`src/rtl/gpio_bank_pkg.sv`:
```
package gpio_bank_pkg;

  localparam int unsigned BANK_DW = 32;

  localparam logic [7:0] OFS_MAKE_OUT = 8'h00;
  localparam logic [7:0] OFS_MAKE_IN  = 8'h04;
  localparam logic [7:0] OFS_LVL_LO   = 8'h08;
  localparam logic [7:0] OFS_LVL_HI   = 8'h0C;
  localparam logic [7:0] OFS_PIN_IN   = 8'h10;

  typedef enum logic [2:0] {
    SEL_NONE,
    SEL_MAKE_OUT,
    SEL_MAKE_IN,
    SEL_LVL_LO,
    SEL_LVL_HI,
    SEL_PIN_IN
  } bank_sel_e;

endpackage

```
`src/rtl/gpio_dir_reg.sv`:
```
module gpio_dir_reg #(
  parameter int unsigned PINS = 32
) (
  input  logic            clk,
  input  logic            rst_n,
  input  logic            set_en,
  input  logic            clr_en,
  input  logic [PINS-1:0] bits,
  output logic [PINS-1:0] dir_q
);

  always_ff @(posedge clk or negedge rst_n) begin
    if (!rst_n)      dir_q <= '0;
    else if (set_en) dir_q <= dir_q | bits;
    else if (clr_en) dir_q <= dir_q & ~bits;
  end

  assert_make_out_R2: assert property (@(posedge clk) disable iff (!rst_n)
    set_en |=> ((dir_q & $past(bits)) == $past(bits)));

  assert_make_in_R3: assert property (@(posedge clk) disable iff (!rst_n)
    clr_en |=> ((dir_q & $past(bits)) == '0));

  assert_untouched_R2: assert property (@(posedge clk) disable iff (!rst_n)
    (set_en || clr_en) |=> ((dir_q & ~$past(bits)) == ($past(dir_q) & ~$past(bits))));

  assert_dir_idle_R3: assert property (@(posedge clk) disable iff (!rst_n)
    (!set_en && !clr_en) |=> $stable(dir_q));

endmodule

```
`src/rtl/gpio_out_half.sv`:
```
module gpio_out_half #(
  parameter int unsigned HALF = 16
) (
  input  logic            clk,
  input  logic            rst_n,
  input  logic            wr_en,
  input  logic [HALF-1:0] mask,
  input  logic [HALF-1:0] level,
  output logic [HALF-1:0] lat_q
);

  always_ff @(posedge clk or negedge rst_n) begin
    if (!rst_n)     lat_q <= '0;
    else if (wr_en) lat_q <= (lat_q & ~mask) | (level & mask);
  end

  // Holds for both halves (R4 low, R5 high).
  assert_masked_update_R4: assert property (@(posedge clk) disable iff (!rst_n)
    wr_en |=> (((lat_q ^ $past(level)) & $past(mask)) == '0) &&
              (((lat_q ^ $past(lat_q)) & ~$past(mask)) == '0));

  assert_latch_hold_R6: assert property (@(posedge clk) disable iff (!rst_n)
    !wr_en |=> $stable(lat_q));

endmodule

```
`src/rtl/gpio_in_sync.sv`:
```
module gpio_in_sync #(
  parameter int unsigned PINS   = 32,
  parameter int unsigned STAGES = 2
) (
  input  logic            clk,
  input  logic            rst_n,
  input  logic [PINS-1:0] pad_in,
  output logic [PINS-1:0] sync_q
);

  logic [PINS-1:0] stage_q [STAGES];

  always_ff @(posedge clk or negedge rst_n) begin
    if (!rst_n) stage_q[0] <= '0;
    else        stage_q[0] <= pad_in;
  end

  for (genvar s = 1; s < STAGES; s++) begin : g_stage
    always_ff @(posedge clk or negedge rst_n) begin
      if (!rst_n) stage_q[s] <= '0;
      else        stage_q[s] <= stage_q[s-1];
    end
  end

  assign sync_q = stage_q[STAGES-1];

  if (STAGES == 2) begin : g_chk
    logic [1:0] warm_q;
    always_ff @(posedge clk or negedge rst_n) begin
      if (!rst_n)            warm_q <= '0;
      else if (warm_q != 2'd2) warm_q <= warm_q + 2'd1;
    end

    assert_two_edge_delay_R7: assert property (@(posedge clk) disable iff (!rst_n)
      (warm_q == 2'd2) |-> (sync_q == $past(pad_in, 2)));
  end

endmodule

```
`src/rtl/gpio_port_bank.sv`:
```
module gpio_port_bank
  import gpio_bank_pkg::*;
#(
  parameter int unsigned PINS        = 32,
  parameter int unsigned ADDR_W      = 8,
  parameter int unsigned SYNC_STAGES = 2
) (
  input  logic              clk,
  input  logic              rst_n,
  input  logic [ADDR_W-1:0] reg_addr,
  input  logic              reg_wr,
  input  logic [31:0]       reg_wdata,
  output logic [31:0]       reg_rdata,
  input  logic [PINS-1:0]   pad_in,
  output logic [PINS-1:0]   pad_oe,
  output logic [PINS-1:0]   pad_out
);

  localparam int unsigned HALF  = PINS / 2;
  localparam int unsigned NHALF = 2;

  bank_sel_e       sel;
  logic [PINS-1:0] dir_q;
  logic [PINS-1:0] pin_sync;
  logic [HALF-1:0] lat_q [NHALF];

  always_comb begin
    unique case (reg_addr)
      ADDR_W'(OFS_MAKE_OUT): sel = SEL_MAKE_OUT;
      ADDR_W'(OFS_MAKE_IN):  sel = SEL_MAKE_IN;
      ADDR_W'(OFS_LVL_LO):   sel = SEL_LVL_LO;
      ADDR_W'(OFS_LVL_HI):   sel = SEL_LVL_HI;
      ADDR_W'(OFS_PIN_IN):   sel = SEL_PIN_IN;
      default:               sel = SEL_NONE;
    endcase
  end

  gpio_dir_reg #(.PINS(PINS)) u_dir (
    .clk    (clk),
    .rst_n  (rst_n),
    .set_en (reg_wr && sel == SEL_MAKE_OUT),
    .clr_en (reg_wr && sel == SEL_MAKE_IN),
    .bits   (reg_wdata[PINS-1:0]),
    .dir_q  (dir_q)
  );

  for (genvar h = 0; h < NHALF; h++) begin : g_half
    localparam bank_sel_e MY_SEL = (h == 0) ? SEL_LVL_LO : SEL_LVL_HI;
    gpio_out_half #(.HALF(HALF)) u_half (
      .clk   (clk),
      .rst_n (rst_n),
      .wr_en (reg_wr && sel == MY_SEL),
      .mask  (reg_wdata[HALF +: HALF]),
      .level (reg_wdata[0 +: HALF]),
      .lat_q (lat_q[h])
    );
    assign pad_out[h*HALF +: HALF] = lat_q[h];
  end

  gpio_in_sync #(.PINS(PINS), .STAGES(SYNC_STAGES)) u_sync (
    .clk    (clk),
    .rst_n  (rst_n),
    .pad_in (pad_in),
    .sync_q (pin_sync)
  );

  assign pad_oe = dir_q;

  always_comb begin
    reg_rdata = '0;
    case (sel)
      SEL_MAKE_OUT, SEL_MAKE_IN: reg_rdata[PINS-1:0] = dir_q;
      SEL_LVL_LO:                reg_rdata[HALF-1:0] = lat_q[0];
      SEL_LVL_HI:                reg_rdata[HALF-1:0] = lat_q[1];
      SEL_PIN_IN:                reg_rdata[PINS-1:0] = pin_sync;
      default:                   reg_rdata = '0;
    endcase
  end

  assert_unmapped_quiet_R9: assert property (@(posedge clk) disable iff (!rst_n)
    (reg_wr && sel == SEL_NONE) |=> ($stable(pad_oe) && $stable(pad_out)));

  assert_level_read_R8: assert property (@(posedge clk) disable iff (!rst_n)
    (sel == SEL_LVL_LO || sel == SEL_LVL_HI) |-> (reg_rdata[31:HALF] == '0));

  assert_dir_no_glitch_R6: assert property (@(posedge clk) disable iff (!rst_n)
    (reg_wr && (sel == SEL_MAKE_OUT || sel == SEL_MAKE_IN)) |=> $stable(pad_out));

endmodule

```
`config.mk`:
```
export PLATFORM = sky130hd
export DESIGN_NAME = gpio_port_bank
export DESIGN_NICKNAME = d
export VERILOG_FILES = /design/src/rtl/gpio_bank_pkg.sv /design/src/rtl/gpio_dir_reg.sv /design/src/rtl/gpio_out_half.sv /design/src/rtl/gpio_in_sync.sv /design/src/rtl/gpio_port_bank.sv
export SDC_FILE = /design/constraint.sdc
export NUM_CORES = 1
export LEC_CHECK = 0
export ABC_AREA = 1
export BUFFER_PORTS_ARGS = -buffer_cell sky130_fd_sc_hd__buf_4
export CORE_UTILIZATION = 50
export DETAILED_ROUTE_END_ITERATION = 10
export GPL_TIMING_DRIVEN = 0
export PLACE_DENSITY = 0.88
export SLEW_MARGIN = 10
export SYNTH_ARGS = -nofsm -noshare
export SYNTH_HDL_FRONTEND = slang
export SYNTH_SLANG_ARGS = --single-unit
```
`constraint.sdc`:
```
create_clock -name clk -period 1.2 [get_ports clk]
set_input_delay 0.06 -clock clk [delete_from_list [all_inputs] [get_ports clk]]
set_output_delay 0.06 -clock clk [all_outputs]
set_load 0.01 [all_outputs]
```
==> metrics.md <==
| Metric | Value |
|---|---|
| Status | finished with violations |
| Violated checks | negative setup slack |
| Final net count | 1,001 |
| CTS tree | done |
| CP required | 1.14 ns |
| Num CTS Buffers | 17 |
| Hpwl dp | 11,510 um |
| R2R setup slack | 0.24 ns |
| Placeable Area | 0.01032 mm^2 |
| Hold Crit Class | input pin to async pin |
| Gr ovfl total | 0 |
| Largest fanout on the critical path | 2 |
| Skew final | 0.01239 ns |
| Achievable Freq | 669.9 MHz |
| Worst Setup End Kind | primary output |
| Slew Viols, Final | 0 |
| Worst-Margin Slew | 0.7448 ns |
| Synth Area per Inst | 9.228 um^2 |
| # rows | 37 |
| Total Power | 12.25 mW |
| CTS Sinks | 128 |
| P_leak | 4.848 nW |
| Net Count, Synth | 653 |
| Peak VDD IR | 1.175 mV |
| DR pass1 iterations | 9 |
| Die Y | 105.3 um |
| Sequential area share after synthesis | 60.05% |
| Area grow syn2layout | 79.76% |
| WL final | 27,650 um |
| Final Util | 92.87% |
| Critical path arrival | 1.43 ns |
| Clk_lat worst skew | 0.54 ns |
| PD cells | 1278 mW/mm^2 |
| Max-cap violations | 0 |
| Placed Cells | 885 |
| Synth Cell Area | 0.005334 mm^2 |
| Via-to-Cell Ratio | 6.462 |
| Initial antenna violation count | 0 |
| RSZ-0062 raised after global routing | true |
| Slew headroom | 50.35% |
| Hold slack final | 0.001917 ns |
| DP Worst Slack | -0.3799 ns |
| DRT iter0 DRCs | 953 |
| Setup ws final | -0.2927 ns |
| H-tree levels | 4 |
| Final hold vios | 0 |
| Starting Density | 51.67% |
| Most common cell after layout, fill and taps aside | nand2_1 |
| Most frequent cells in the layout | nand2_1 (230), buf_4 (149), dfrtp_1 (128) |
| First-pass GRT wire length | 33,540 um |
| Tcrit/Tclk final | 124.4% |
| Clock transition at the registers of the reported paths | 0.06 ns |
| Yosys synthesis warning count | 0 |
| Clk root buf | clkbuf_8 |
| Post-synth top area share | 60.05% |
| Drt wl/cell | 25.72 um |
| Non-Filler Instances | 1,075 |
| Post-Synthesis Cells | 578 |
| Cell accounting for the most synthesized area | dfrtp_1 |
| Number of routed nets with antenna violations | 0 |
| R2R depth | 4 |
| Gr usage total | 41.11% |
| Crit path time final | 1.493 ns |
| Residual DRC | 0 |
| Largest net degree at the start of global routing | 88 |
| Number of global-route vias before repair | 6,390 |
| Die W | 105.3 um |
| Vias | 6,947 |
| Cell variety after synth | 18 |
| Global placement routability congestion | 0.8993 |
| Share of cells above drive strength 1 | 40.36% |
| Overall die area | 0.01108 mm^2 |
| Crit path kind | flip-flop to primary output |
| N_diodes | 0 |
| Synthesis-stage register bit count | 128 |
| Max Root-Sink Buffers | 2 |
| I/O Buffers | 170 |
| Synth area leaders | dfrtp_1 (60%), nand2_1 (17%), nand3_1 (11%), nand4_1 (3.8%), buf_6 (2.7%) |
| Final setup fails | 85 |
| CP Launch Type | flip-flop |
| Io pins | 171 |
-- per-stage QoR --
step	cell area (um^2)	TNS (ns)
5_1_grt	9588	-9.230
6_report	9588	-7.718
2_1_floorplan	5334	0
3_3_place_gp	6780	-47.33
4_1_cts	8996	-4.608
3_5_place_dp	6812	-17.01
-- worst max-delay path by stage --
stage / endpoint / depth (start not counted) / slack, ns / from
after floorplan: flip-flop / 9 / 0.21 / reg_addr[3]
after global placement: reg_rdata[13] / 8 / -0.36 / reg_addr[5]
after detailed placement: reg_rdata[13] / 8 / -0.38 / reg_addr[5]
after CTS: reg_rdata[8] / 3 / -0.15 / u_sync.sync_q[8]$_DFF_PN0_
after global routing: reg_rdata[9] / 8 / -0.52 / reg_addr[7]
final: reg_rdata[9] / 3 / -0.29 / flip-flop
-- layer usage --
metal / track usage, % / up-vias / part of all wire (%)
met1: 45.88 / 3231 / 30
met3: 9.586 / 291 / 13
met5: 0 / - / 0
met4: 27.57 / 0 / 9.3
met2: 70.11 / 823 / 47
li1: - / 2602 / -
-- cell families after synthesis --
logic type             share of synthesized area, %
and+or+nand+nor                               34.88
DFF                                           60.05
buffers and inverters                         5.067
-- power breakdown --
group / internal [mW] / switching, mW
logic: 0.670 / 0.674
registers: 4.51 / 0.136
clock network: 4.13 / 2.13
-- synthesized netlist by cell type --
cell type  count
nor2_8         2
buf_2          9
inv_2          4
nand2_4        3
buf_1          1
nand2_2        5
nor2_1         7
nor2_2         1
nand2_1      242
buf_6         13
dfrtp_1      128
nand4_1       32
buf_4          3
nand3_2        1
clkbuf_1       5
nand3_1      114
nor2_4         3
inv_1          5
-- area by class of cell --
cell class	instances	area [um^2]
plain buffers	31	294.0
clock buffers	19	441.7
clock inverters	13	257.7
fillers	345	735.7
inverters	9	41.29
multi-input cells	411	2068
flip-flops and latches	128	3203
well taps	136	170.2
repair buffers	328	3112
-- worst max-delay path, cell delays in order (launching register included) --
cell and delay (ns):
dfrtp_1 0.42, nand3_2 0.11, nand4_1 0.18, buf_4 0.20
-- repair_timing --
| item | CTS | global route |
|---|---|---|
| setup buffers | 59 | 37 |
| hold endpoints to repair | 224 | 0 |
| gates resized for setup | 104 | 87 |
| gates cloned | 0 | 3 |
| hold buffers | 65 | 0 |
| pin swaps | 51 | 31 |
| endpoints found under the setup margin | 32 | 81 |
Power figures use the tool's default switching activity.
